[src/rtl/tagflow_pkg.sv]
package tagflow_pkg;
   typedef enum logic [1:0] {
      TF_AND  = 2'b00,
      TF_OR   = 2'b01,
      TF_XOR  = 2'b10,
      TF_RSVD = 2'b11
   } tf_op_e;
endpackage

[src/rtl/tagflow_gate.sv]
module tagflow_gate
   import tagflow_pkg::*;
#(
   parameter int W  = 4,
   parameter int NT = 4,
   parameter int GB = 2,
   parameter logic [NT*GB-1:0] TAG_GROUPS = '0
) (
   input  logic            clk,
   input  logic            rst,
   input  tf_op_e          op,
   input  logic [W-1:0]    a_data,
   input  logic [W*NT-1:0] a_tags,
   input  logic [W-1:0]    b_data,
   input  logic [W*NT-1:0] b_tags,
   output logic [W-1:0]    y_data,
   output logic [W*NT-1:0] y_tags
);
   // tags sharing a group with tag t
   function automatic logic [NT-1:0] peers_of(input int t);
      logic [NT-1:0] m;
      for (int u = 0; u < NT; u++)
         m[u] = (TAG_GROUPS[u*GB +: GB] == TAG_GROUPS[t*GB +: GB]);
      return m;
   endfunction

   logic [NT-1:0] any_tags;
   always_comb begin
      any_tags = '0;
      for (int i = 0; i < W; i++)
         any_tags |= a_tags[i*NT +: NT] | b_tags[i*NT +: NT];
   end

   for (genvar i = 0; i < W; i++) begin : g_bit
      logic          ad, bd, a_open, b_open;
      logic [NT-1:0] at, bt, fwd;
      assign ad = a_data[i];
      assign bd = b_data[i];
      assign at = a_tags[i*NT +: NT];
      assign bt = b_tags[i*NT +: NT];

      always_comb begin
         unique case (op)
            TF_AND:  begin a_open = bd;   b_open = ad;   y_data[i] = ad & bd; end
            TF_OR:   begin a_open = !bd;  b_open = !ad;  y_data[i] = ad | bd; end
            TF_XOR:  begin a_open = 1'b1; b_open = 1'b1; y_data[i] = ad ^ bd; end
            default: begin a_open = 1'b1; b_open = 1'b1; y_data[i] = 1'b0;    end
         endcase
      end

      for (genvar t = 0; t < NT; t++) begin : g_tag
         localparam logic [NT-1:0] PEERS = peers_of(t);
         assign fwd[t] = (at[t] & (a_open | (|(bt & PEERS))))
                       | (bt[t] & (b_open | (|(at & PEERS))));
      end

      assign y_tags[i*NT +: NT] = (op == TF_RSVD) ? any_tags : fwd;
   end


   no_phantom_tag_chk: assert property (@(posedge clk) disable iff (rst)
      (op != TF_RSVD) |-> ((y_tags & ~(a_tags | b_tags)) == '0));


   xor_keeps_all_chk: assert property (@(posedge clk) disable iff (rst)
      (op == TF_XOR) |-> (((a_tags | b_tags) & ~y_tags) == '0));


   rsvd_spread_chk: assert property (@(posedge clk) disable iff (rst)
      (op == TF_RSVD) |-> (y_tags[NT-1:0] == y_tags[W*NT-1 -: NT]) && (y_data == '0));
endmodule

[src/rtl/tagflow_inject.sv]
module tagflow_inject #(
   parameter int W  = 4,
   parameter int NT = 4,
   parameter int SW = 2
) (
   input  logic            clk,
   input  logic            rst,
   input  logic [SW-1:0]   sel,
   input  logic [W-1:0]    set_m,
   input  logic [W-1:0]    clr_m,
   input  logic [W-1:0]    in_data,
   input  logic [W*NT-1:0] in_tags,
   output logic [W-1:0]    out_data,
   output logic [W*NT-1:0] out_tags
);
   assign out_data = in_data;

   for (genvar i = 0; i < W; i++) begin : g_bit
      for (genvar t = 0; t < NT; t++) begin : g_tag
         assign out_tags[i*NT+t] = (sel == SW'(t))
            ? (set_m[i] | (~clr_m[i] & in_tags[i*NT+t]))
            : in_tags[i*NT+t];
      end


      set_wins_chk: assert property (@(posedge clk) disable iff (rst)
         set_m[i] |-> out_tags[i*NT + 32'(sel)]);


      clear_drops_chk: assert property (@(posedge clk) disable iff (rst)
         (clr_m[i] && !set_m[i]) |-> !out_tags[i*NT + 32'(sel)]);
   end
endmodule

[src/rtl/tagflow_query.sv]
module tagflow_query #(
   parameter int W  = 4,
   parameter int NT = 4,
   parameter int SW = 2
) (
   input  logic [W*NT-1:0] tags,
   input  logic [SW-1:0]   sel,
   output logic [W-1:0]    hit
);
   for (genvar i = 0; i < W; i++) begin : g_bit
      assign hit[i] = tags[i*NT + 32'(sel)];
   end
endmodule

[src/rtl/tagflow_unit.sv]
module tagflow_unit
   import tagflow_pkg::*;
#(
   parameter int W       = 4,
   parameter int NT      = 4,
   parameter int GB      = 2,
   parameter logic [NT*GB-1:0] TAG_GROUPS = 8'h50,
   parameter bit REG_OUT = 1'b1,
   parameter int SW      = (NT > 1) ? $clog2(NT) : 1
) (
   input  logic            clk,
   input  logic            rst,
   input  logic [1:0]      op,
   input  logic [W-1:0]    a_data,
   input  logic [W*NT-1:0] a_tags,
   input  logic [W-1:0]    b_data,
   input  logic [W*NT-1:0] b_tags,
   input  logic [SW-1:0]   inj_sel,
   input  logic [W-1:0]    inj_set,
   input  logic [W-1:0]    inj_clr,
   input  logic [SW-1:0]   qry_sel,
   output logic [W-1:0]    y_data,
   output logic [W*NT-1:0] y_tags,
   output logic [W-1:0]    q_now,
   output logic [W-1:0]    q_orig
);
   if (W < 1 || NT < 1 || GB < 1) begin : g_bad_size
      $error("tagflow_unit: W, NT and GB must be at least 1");
   end
   if (SW < 1 || (1 << SW) < NT) begin : g_bad_sel
      $error("tagflow_unit: SW too narrow to index NT tags");
   end

   tf_op_e          op_e;
   logic [W-1:0]    raw_data, fin_data;
   logic [W*NT-1:0] raw_tags, fin_tags, org_tags;

   assign op_e = tf_op_e'(op);

   tagflow_gate #(.W(W), .NT(NT), .GB(GB), .TAG_GROUPS(TAG_GROUPS)) u_gate (
      .clk(clk), .rst(rst), .op(op_e),
      .a_data(a_data), .a_tags(a_tags), .b_data(b_data), .b_tags(b_tags),
      .y_data(raw_data), .y_tags(raw_tags)
   );

   tagflow_inject #(.W(W), .NT(NT), .SW(SW)) u_inject (
      .clk(clk), .rst(rst), .sel(inj_sel), .set_m(inj_set), .clr_m(inj_clr),
      .in_data(raw_data), .in_tags(raw_tags),
      .out_data(fin_data), .out_tags(fin_tags)
   );

   if (REG_OUT) begin : g_reg
      always_ff @(posedge clk) begin
         if (rst) begin
            y_data   <= '0;
            y_tags   <= '0;
            org_tags <= '0;
         end else begin
            y_data   <= fin_data;
            y_tags   <= fin_tags;
            org_tags <= raw_tags;
         end
      end


      pipe_delay_chk: assert property (@(posedge clk) disable iff (rst)
         !$past(rst) |-> (y_data == $past(fin_data)) && (y_tags == $past(fin_tags)));


      reset_clear_chk: assert property (@(posedge clk) disable iff (rst)
         $past(rst) |-> (y_data == '0) && (y_tags == '0) && (org_tags == '0));
   end else begin : g_comb
      assign y_data   = fin_data;
      assign y_tags   = fin_tags;
      assign org_tags = raw_tags;
   end

   tagflow_query #(.W(W), .NT(NT), .SW(SW)) u_q_now (
      .tags(y_tags), .sel(qry_sel), .hit(q_now)
   );

   tagflow_query #(.W(W), .NT(NT), .SW(SW)) u_q_orig (
      .tags(org_tags), .sel(qry_sel), .hit(q_orig)
   );
endmodule

[config.mk]
export PLATFORM = sky130hd
export DESIGN_NAME = tagflow_unit
export DESIGN_NICKNAME = d
export VERILOG_FILES = /design/src/rtl/tagflow_pkg.sv /design/src/rtl/tagflow_gate.sv /design/src/rtl/tagflow_inject.sv /design/src/rtl/tagflow_query.sv /design/src/rtl/tagflow_unit.sv
export SDC_FILE = /design/constraint.sdc
export NUM_CORES = 1
export LEC_CHECK = 0
export ABC_AREA = 1
export CORE_MARGIN = 2
export CORE_UTILIZATION = 40
export CTS_CLUSTER_DIAMETER = 80
export DETAILED_ROUTE_END_ITERATION = 7
export GPL_ROUTABILITY_DRIVEN = 1
export GPL_TIMING_DRIVEN = 1
export PLACE_DENSITY = 0.83
export SYNTH_ARGS = -nofsm -noshare
export SYNTH_HDL_FRONTEND = slang
export SYNTH_HIERARCHICAL = 1
export SYNTH_SLANG_ARGS = --single-unit
[constraint.sdc]
create_clock -name clk -period 2.25 [get_ports clk]
set_input_delay 0.45 -clock clk [delete_from_list [all_inputs] [get_ports clk]]
set_output_delay 0.45 -clock clk [all_outputs]
set_load 0.02 [all_outputs]
* Word level (Yosys, flattened, before mapping)
Cells that the tools add are included.
Word-level totals: flip-flop bits (word level) 36, input port bits 56
Cells by class: add/subtract/negate cells 3, bitwise logic cells 119, multiplexer cells 48, reduce and logical (&&, ||, !) cells 26, equal/unequal tests 6, magnitude comparators 4
Operators with widths (count):
- $lt A32 B5 Y1 const B | 3
- $and A1 B1 Y1 | 52
- $or A1 B1 Y1 | 52
- $reduce_or A2 Y1 | 16
- $or A4 B4 Y4 | 7
- $bmux W1 S4 | 6
- $mux W1 | 24
- $mux W4 | 4
- $pmux W1 S2 | 8
- $pmux W1 S3 | 4
- $add A4 B2 Y5 const A | 2
- $eq A2 B2 Y1 const B | 4
- $logic_not A1 Y1 | 8
- $lt A2 B5 Y1 const B | 1
- $add A3 B2 Y4 const A | 1
- $bmux W1 S2 | 2
- $eq A2 B1 Y1 const B | 2
- $logic_not A2 Y1 | 2
- $not A1 Y1 | 4
- $xor A1 B1 Y1 | 4

* Depth between registers and ports, before layout
Gate-level depths: netlist of run 1.
depth after elaboration 9, depth in mapped cells 12, mapped depth without buffers 11

* Cells and area by module
The synthesis of run 1 kept the hierarchy.
Modules (own cells, without submodules):
- tagflow_unit | cells each 112, times used 1, sequential area each 720.7 µm², area an instance 1041.0 µm²
- tagflow_gate | cells each 159, times used 1, sequential area each 0.0 µm², area an instance 790.8 µm²
- tagflow_query | cells each 47, times used 2, sequential area each 0.0 µm², area an instance 196.4 µm²
- tagflow_inject | cells each 77, times used 1, sequential area each 0.0 µm², area an instance 365.4 µm²

* Worst setup path after synthesis of run 1
Ideal clock, no wire load.
kind input -> register, start input op[0], end register y_tags[6], path buffers 1, stages on the path 11, required time 2.138 ns, slack 0.826 ns, arrival time 1.312 ns, library setup time 0.112 ns, path through buf_6 nor2_2 nand2_1 o21ai_1 nand2_1 nand3_1 nand2_1 nand2_1 nand2_1 inv_1 nor2_1
Between the ends: longest elaborated chain between the ends 9
Ends and longest elaborated chain:
- from (decl) | RTL line tagflow_unit.sv:13 | input logic [1:0] op,
- $eq A2 B1 Y1 or $logic_not A2 Y1 (tied branches) | RTL line tagflow_gate.sv:43 | unique case (op)
- $pmux W1 S2 | RTL line tagflow_gate.sv:43
- $or A1 B1 Y1 (on tied branches) | RTL line tagflow_gate.sv:53, tagflow_gate.sv:54
- $and A1 B1 Y1 (on tied branches) | RTL line tagflow_gate.sv:53, tagflow_gate.sv:54
- $or A1 B1 Y1 | RTL line tagflow_gate.sv:54 | | (bt[t] & (b_open | (|(at & PEERS))));
- $mux W4 (*) | RTL line tagflow_gate.sv:57 | assign y_tags[i*NT +: NT] = (op == TF_RSVD) ? any_tags : fwd;
- named net raw_tags[6] | RTL line tagflow_unit.sv:36 | logic [W*NT-1:0] raw_tags, fin_tags, org_tags;
- $and A1 B1 Y1 | RTL line tagflow_inject.sv:21 | ? (set_m[i] | (~clr_m[i] & in_tags[i*NT+t]))
- $or A1 B1 Y1 | RTL line tagflow_inject.sv:21
- $mux W1 (*) | RTL line tagflow_inject.sv:21
- named net fin_tags[6] | RTL line tagflow_unit.sv:36
- to (signal assigned) | RTL line tagflow_unit.sv:60 | y_tags <= fin_tags;
- to (decl) | RTL line tagflow_unit.sv:23 | output logic [W*NT-1:0] y_tags,
The timed path passes the listed nets; every way through them passes the cells marked *. A chain may end at the register's enable or synchronous reset.

* Worst setup path in the final report of run 1
start input qry_sel[0], end output q_now[1]
Between the ends: longest elaborated chain between the ends 3
Ends and longest elaborated chain:
- from (decl) | RTL line tagflow_unit.sv:21 | input logic [SW-1:0] qry_sel,
- $add A3 B2 Y4 | RTL line tagflow_query.sv:11 | assign hit[i] = tags[i*NT + 32'(sel)];
- $bmux W1 S4 | RTL line tagflow_query.sv:11
- $mux W1 (implied by the code) | RTL line tagflow_query.sv:11
- to (decl) | RTL line tagflow_unit.sv:24 | output logic [W-1:0] q_now,
Every way passes these cells. The select of a mux whose other input is x is not followed.

==> flow_metrics.tcl, run 1 <==
set metrics [dict create \
    die-height_um 84.47 \
    wire_per_inst_um 11.21 \
    setup_slack_ns 0.07334 \
    worst_pin_slew_ns 0.3400 \
    ir_worst_vdd_mv 0.3065 \
    max_freq_ghz 0.4594 \
    power.internal_mw 1.217 \
    timing.final.crit_share 0.9674 \
    grt_max_degree 37 \
    grt_pass1_vias 2582 \
    status "finished, final reports clean" \
    path_max_fanout 9 \
    post_cts_buffers 0 \
    first_iter_violations 160 \
    seq_area_frac_synth 0.2783 \
    synthCells 442 \
    grt_pass1_wl_um 11240 \
    syn_avg_cell_area_um2 5.860 \
    stdcell_count 609 \
    wirelength_um 6825 \
    place_ws_ns -0.2029 \
    die_x_um 84.47 \
    min_path_cells 5 \
    hpwlAfterDp_um 5832 \
    ios 84 \
    rows 29 \
    ant_nets 0 \
    grt_overflow_total 0 \
    synth_area_leaders "dfxtp_1 28%, nand2_1 22%, inv_1 10%" \
    synth_cell_types 21 \
    p_sw_frac 0.3220 \
    design.core.area_um2 6314 \
    p_seq_frac 0.401 \
    die-area_um2 7134 \
    rsz0062_at_grt "false" \
    cts_tree "done" \
    hold_end "y_tags[5]" \
    cts.sinks 36 \
    p_per_area_nw_per_um2 504.3 \
    grt_use_total 0.1916 \
    start_kind "input pin" \
    multi_input_area_um2 1398 \
    cts_max_level 2 \
    p_leak_nw 1.944 \
    fillers 623 \
    p_switching_uw 578.0 \
    area_delta_synth_final_pct 37.39 \
    portBuffers 83 \
    drive_above_1_share 0.09962 \
    syn_nets 506 \
    antenna_found_initial 0 \
    netlist.area_leader.share 0.2783 \
    vias_per_cell 4.608 \
    via_count 2806 \
    finalCriticalPeriod_ns 2.177 \
    antennaDiodeCount 0 \
    crit_arrival_ns 1.73 \
    worst_setup_path_end_kind "output pin" \
    power.share.clock 0.257 \
    synth_top_area_cell "dfxtp_1" \
    initial_core_util 0.4102 \
    ys_seq_elements 36 \
    hold_viol 0 \
    finalSetupViolations 0 \
    holdCritStartpoint "inj_set[1]" \
    dp.cells 601 \
    seq_area_um2 720.7 \
    synth.cell_area_um2 2590 \
    critPathKind "in -> out" \
    combPwrFrac 0.342 \
    nets 595 \
    finalMaxSlewViolations 0 \
    cts_made_buffers 5 \
    cts_buffer_depth 2 \
    drtPass1Iterations 5 \
    hold_class "in -> reg" \
    whs_ns 0.8728 \
    required_ns 1.80 \
    synth_warnings 6 \
    clkTransAtPathRegs_ns 0.07 \
    relSlewSlack 0.7733 \
    clockRootBuffer "clkbuf_8" \
    gp_congestion 0.9541 \
    cap_viol_max_count 0 \
    route.detailed.drc 0 \
]
==> cell families (layout without fill, tap and decap cells) <==
logic type,after synthesis,after routing,share of synthesized area
buf+inv,102,192,0.1821
simple gates,276,276,0.4502
compound gates,20,20,0.05072
fa+ha+maj,8,8,0.03865
flops,36,36,0.2783
==> metal layers <==
metal	GRT usage	vias to the layer above	part of all wire
met5	0	-	0
met4	0.05339	0	0.012
met3	0.03540	8	0.059
met2	0.3276	108	0.46
met1	0.2477	1187	0.47
li1	-	1503	-
==> sequential cells by signal (all words and copies together) (netlist names) <==
signal / count
y_data: 4
org_tags: 16
y_tags: 16
==> per-stage QoR <==
step	power, mW	utilization	cell area (µm²)	TNS, ns
final	1.795	0.5636	3558	0
after global routing	1.908	0.5636	3558	0
after CTS	1.805	0.5636	3558	0
after detailed placement	1.360	0.5505	3476	-1.429
after global placement	1.349	0.5505	3476	-1.197
after floorplan	1.083	-	2590	0
==> placed cells by master (no fill, tap or decap) <==
cell / n
a21oi_1: 9
buf_4: 12
clkbuf_1: 1
clkbuf_8: 6
clkdlybuf4s50_1: 74
clkinv_2: 1
clkinvlp_4: 1
dfxtp_1: 36
dlygate4sd2_1: 9
ha_1: 8
inv_1: 70
inv_2: 16
inv_4: 2
nand2_1: 151
nand2_4: 2
nand3_1: 36
nand4_1: 13
nor2_1: 65
nor2_2: 3
nor2_4: 3
o211ai_1: 5
o21ai_1: 1
o21ai_2: 5
or2_1: 1
or2_2: 2
==> area by class of cell <==
class / count / area share
multi-input combinational: 304 / 0.3928
clock inverter: 1 / 0.002110
timing repair buffer: 95 / 0.2556
sequential: 36 / 0.2025
inverter: 89 / 0.09564
tap: 77 / 0.02707
clock buffer: 7 / 0.02426
==> critical path: stages <==
cell	delay [ns]
clkdlybuf4s50_1	0.48
buf_4	0.17
inv_4	0.06
nand2_1	0.07
nand3_1	0.07
nand2_1	0.09
dlygate4sd2_1	0.33
==> power by group through the flow <==
stage	clock network, mW	registers [mW]	logic [mW]
finish	0.461	0.720	0.614
global route	0.503	0.725	0.680
CTS	0.471	0.720	0.614
detailed placement	0	0.735	0.625
global placement	0	0.732	0.617
floorplan	0	0.768	0.315
==> Yosys cell counts <==
cell type / count
buf_4: 4
ha_1: 8
nor2_4: 3
nand2_4: 2
nor2_1: 65
buf_6: 9
a21oi_1: 9
dfxtp_1: 36
inv_4: 2
o211ai_1: 5
or2_1: 1
inv_1: 70
nand2_1: 151
o21ai_1: 1
clkinv_2: 1
nand3_1: 36
nand4_1: 13
inv_2: 16
nor2_2: 3
or2_2: 2
o21ai_2: 5
==> how the worst max path moves through the flow <==
stage	start	end	slack [ns]	cells past startpoint
after floorplan	op[0]	y_tags[6]	0.83	11
after global placement	qry_sel[1]	q_now[0]	-0.17	5
after detailed placement	qry_sel[1]	q_now[1]	-0.20	5
after CTS	qry_sel[0]	q_now[1]	0.07	7
after global routing	qry_sel[0]	q_now[3]	0.009	7
final	qry_sel[0]	q_now[1]	0.07	7
==> repair_timing <==
| item | 4_1_cts | 5_1_grt |
|---|---|---|
| hold buffers | 0 | 0 |
| gates resized for setup | 9 | 0 |
| endpoints found under the setup margin | 8 | 0 |
(Power assumes the default switching activity.)
==> run 2: changes to the inputs <==
- CORE_MARGIN: 2 -> 5
- CORE_UTILIZATION: 40 -> 50
- PLACE_DENSITY: 0.83 -> 0.95
==> run 2 against run 1 <==
Fmax up 0.42%. Sequential share of layout area rose by 0.12 points. Via count rose by 3.4%. Highest routed layer unchanged. Largest power group unchanged.
==> flow_metrics.tcl, run 2 (synthesis results as in run 1) <==
set metrics [dict create \
    status "finished, final reports clean" \
    cts.sinks 36 \
    hpwlAfterDp_um 6225 \
    initial_core_util 0.5104 \
    finalCriticalPeriod_ns 2.168 \
    start_kind "input pin" \
    p_leak_nw 1.936 \
    die-height_um 81.97 \
    cts_max_level 2 \
    rsz0062_at_grt "false" \
    grt_max_degree 37 \
    clockRootBuffer "clkbuf_8" \
    drive_above_1_share 0.09811 \
    relSlewSlack 0.7576 \
    worst_pin_slew_ns 0.3636 \
    critPathKind "in -> out" \
    die-area_um2 6719 \
    max_freq_ghz 0.4613 \
    finalMaxSlewViolations 0 \
    ir_worst_vdd_mv 0.2279 \
    final_cell_mix "151 x nand2_1, 74 x clkdlybuf4s50_1, 70 x inv_1" \
    cts_tree "done" \
    ios 84 \
    cts_made_buffers 5 \
    nets 593 \
    worstPathCellList "clkdlybuf4s50_1 -> buf_4 -> inv_4 -> nand2_1 -> nand3_1 -> nand2_1 -> dlygate4sd2_1" \
    antennaDiodeCount 0 \
    whs_ns 0.8872 \
    cpPeakStageDelay_ns 0.49 \
    timing.final.crit_share 0.9634 \
    combPwrFrac 0.343 \
    post_cts_buffers 0 \
    path_max_fanout 9 \
    p_switching_uw 592.2 \
    cts_hold_buf 0 \
    cts.repair.resized 9 \
    final_common_cell "nand2_1" \
    area_delta_synth_final_pct 36.57 \
    die_x_um 81.97 \
    first_iter_violations 243 \
    wirelength_um 7335 \
    path_delay_family "buffers and inverters" \
    hold_class "in -> reg" \
    slowest_stage "clkdlybuf4s50_1" \
    ant_nets 0 \
    finalSetupViolations 0 \
    route.detailed.drc 0 \
    p_seq_frac 0.400 \
    wire_per_inst_um 12.23 \
    worst_setup_path_end_kind "output pin" \
    design.core.area_um2 5075 \
    grt_use_total 0.2308 \
    grt_pass1_vias 2792 \
    antenna_found_initial 0 \
    cp_common_cell "nand2_1" \
    gp_congestion 0.9713 \
    via_count 2901 \
    drtPass1Iterations 5 \
    grt_pass1_wl_um 12180 \
    vias_per_cell 4.835 \
    crit_buf_inv 4 \
    rows 26 \
    reg_top3 "org_tags (16), y_tags (16), y_data (4)" \
    power.share.clock 0.257 \
    crit_arrival_ns 1.72 \
    required_ns 1.80 \
    clkTransAtPathRegs_ns 0.07 \
    grt_overflow_total 0 \
    portBuffers 83 \
    utilization 0.6970 \
    power.internal_mw 1.211 \
    p_sw_frac 0.3284 \
    p_per_area_nw_per_um2 509.9 \
    hold_viol 0 \
    cts_buffer_depth 2 \
    cap_viol_max_count 0 \
]
run 2: cell count changes in the layout (fill, tap and decap cells not counted), sizes merged:
| cell | previous run | this run |
|---|---|---|
| clkdlybuf4s15 | 0 | 3 |
| dlygate4sd2 | 9 | 6 |
| buf | 12 | 10 |
| clkinv | 1 | 3 |
| clkbuf | 7 | 6 |
| clkinvlp | 1 | 0 |
run 2: final timing paths:
kind              slack (ns)       start          to  cells past startpoint
setup / recovery        0.08  qry_sel[0]   q_orig[2]                      7
hold / removal          0.89  inj_set[2]  y_tags[10]                      5
run 2: power groups by stage:
stage,logic (mW),registers [mW],clock network (mW)
global placement,0.610,0.733,0
CTS,0.615,0.721,0.471
global route,0.686,0.726,0.501
finish,0.619,0.721,0.463
detailed placement,0.625,0.736,0
floorplan,0.315,0.768,0
run 2: stage by stage:
step / std cells / cell area (µm²) / setup TNS (ns) / setup WS [ns] / total power, mW
2_1_floorplan: 442 / 2590 / 0 / 0.8259 / 1.083
3_3_place_gp: 592 / 3452 / -1.205 / -0.1667 / 1.343
3_5_place_dp: 592 / 3452 / -1.561 / -0.2078 / 1.360
4_1_cts: 600 / 3533 / 0 / 0.06213 / 1.806
5_1_grt: 600 / 3537 / 0 / 0.01250 / 1.913
6_report: 600 / 3537 / 0 / 0.08244 / 1.804
run 2: metal layers:
| metal | wire length (µm) | vias up | global-route usage |
|---|---|---|---|
| li1 | - | 1496 | - |
| met3 | 502 | 16 | 0.03399 |
| met5 | 0 | - | 0 |
| met1 | 3143 | 1265 | 0.2897 |
| met4 | 139 | 0 | 0.08472 |
| met2 | 3550 | 124 | 0.3974 |
run 2: final cells by class:
| type | count | area, µm² |
|---|---|---|
| Tap cell | 70 | 87.58 |
| Multi-Input combinational cell | 304 | 1398 |
| Fill cell | 425 | 1538 |
| Clock buffer | 6 | 82.58 |
| Clock inverter | 2 | 10.01 |
| Sequential cell | 36 | 720.7 |
| Inverter | 89 | 340.3 |
| Timing Repair Buffer | 93 | 898.4 |
==> run 3: changes to the inputs <==
- CORE_UTILIZATION: 50 -> 47
- PLACE_DENSITY: 0.95 -> 0.93
- clock period: 2.25 -> 2 ns (I/O delays scaled with it)
==> run 3 against run 2 <==
Worst setup slack improved by 0.14 ns. Clock power barely moved. Cell count rose by 0.83%. Die area rose by 5.6%. Flip-flop and latch count did not move.
==> flow_metrics.tcl, run 3 (synthesis results as in run 1) <==
set metrics [dict create \
    grt_max_degree 37 \
    rsz0062_at_grt "false" \
    cts_max_level 2 \
    path_delay_family "buffers and inverters" \
    ir_worst_vdd_mv 0.2677 \
    wirelength_um 6997 \
    crit_arrival_ns 1.93 \
    hpwlAfterDp_um 6000 \
    required_ns 2.15 \
    post_cts_buffers 0 \
    finalCriticalPeriod_ns 1.778 \
    antennaDiodeCount 0 \
    cts_tree "done" \
    gp_congestion 0.8997 \
    cts_made_buffers 5 \
    die-area_um2 7096 \
    utilization 0.6556 \
    design.core.area_um2 5439 \
    timing.final.crit_share 0.8888 \
    grt_pass1_vias 2691 \
    crit_buf_inv 3 \
    finalMaxSlewViolations 0 \
    route.detailed.drc 0 \
    whs_ns 0.8331 \
    drive_above_1_share 0.1163 \
    start_kind "input pin" \
    path_max_fanout 5 \
    worst_setup_path_end_kind "flop" \
    fillers 501 \
    final_common_cell "nand2_1" \
    first_iter_violations 184 \
    cap_viol_max_count 0 \
    p_per_area_nw_per_um2 553.1 \
    ios 84 \
    cts_buffer_depth 2 \
    multi_input_area_um2 1398 \
    via_count 2894 \
    final_cell_mix "151 x nand2_1, 73 x clkdlybuf4s50_1, 70 x inv_1" \
    slowest_stage "clkdlybuf4s50_1" \
    clockRootBuffer "clkbuf_8" \
    hold_class "in -> reg" \
    status "finished, final reports clean" \
    p_leak_nw 1.948 \
    reg_top3 "org_tags (16), y_tags (16), y_data (4)" \
    cpPeakStageDelay_ns 0.61 \
    vias_per_cell 4.783 \
    seq_area_um2 720.7 \
    cp_common_cell "nand2_1" \
    grt_overflow_total 0 \
    die_x_um 84.24 \
    worstSetupPathDepth 12 \
    initial_core_util 0.4762 \
    critPathKind "in -> reg" \
    grt_pass1_wl_um 11740 \
    worstPathCellList "clkdlybuf4s50_1 -> inv_1 -> nand2_1 -> nand4_1 -> nand2_1 -> nand2_1 -> nand2_1 -> nand2_1 -> nand2_1 -> nand2_1 -> inv_1 -> nor2_1" \
    finalSetupViolations 0 \
    nets 597 \
    cts.sinks 36 \
    relSlewSlack 0.7521 \
    antenna_found_initial 0 \
    clkTransAtPathRegs_ns 0.06 \
    rows 27 \
    max_freq_ghz 0.5626 \
    area_delta_synth_final_pct 37.68 \
    cts_hold_buf 0 \
    die-height_um 84.24 \
    hold_viol 0 \
    ant_nets 0 \
    p_total_mw 1.972 \
    drtPass1Iterations 5 \
    wire_per_inst_um 11.57 \
    portBuffers 83 \
    grt_use_total 0.1968 \
    min_path_cells 5 \
    worst_pin_slew_ns 0.3708 \
]
## run 3: cell count changes in the layout (fill, tap and decap cells not counted), sizes merged
| cell | change |
|---|---|
| dlygate4sd2 | -5 |
| clkinv | -1 |
| buf | +6 |
| clkdlybuf4s15 | +3 |
| clkdlybuf4s50 | -1 |
| dlymetal6s2s | +1 |
## run 3: what timing repair did
item | 4_1_cts | 5_1_grt
cloned | 0 | 1
resized for setup | 25 | 5
endpoints found under the setup margin | 8 | 8
pin swaps | 0 | 0
## run 3: stage by stage
step           worst slack [ns]  instances  setup TNS, ns  instance area, µm²
2_1_floorplan            0.6259        442              0                2590
6_report                 0.2224        605              0                3566
4_1_cts                 0.01294        604              0                3563
3_3_place_gp            -0.3154        597         -2.378                3477
5_1_grt                 0.08668        605              0                3566
3_5_place_dp            -0.3376        597         -2.713                3477
## run 3: power breakdown
part / total (mW) / internal (mW) / leakage, nW / switching (mW)
clock: 0.460 / 0.236 / 0.0410 / 0.224
sequential: 0.810 / 0.780 / 0.301 / 0.0301
combinational: 0.702 / 0.317 / 1.61 / 0.385
total: 1.97 / 1.33 / 1.95 / 0.639
## run 3: worst min-delay path, cell delays in order
cell and delay [ns]:
clkdlybuf4s50_1 0.46, nand2_1 0.09, nand2_1 0.05, inv_1 0.04, nor2_1 0.03
## run 3: worst paths after layout
path                       start          to
worst min-delay path  inj_set[3]  y_tags[12]
worst max-delay path       op[0]  y_tags[15]
## run 3: layout make-up
type	count	share of cell area
timing repair buffer	97	0.2635
sequential	36	0.2021
inverter	89	0.09544
tap	72	0.02526
clock inverter	1	0.001404
clock buffer	6	0.02035
multi-input combinational	304	0.3919
## run 3: per-layer routing
layer | global-route usage | wire (µm) | up-vias
li1 | - | - | 1505
met1 | 0.2393 | 3011 | 1252
met2 | 0.3501 | 3300 | 121
met3 | 0.03140 | 534 | 16
met4 | 0.06725 | 150 | 0
met5 | 0 | 0 | -
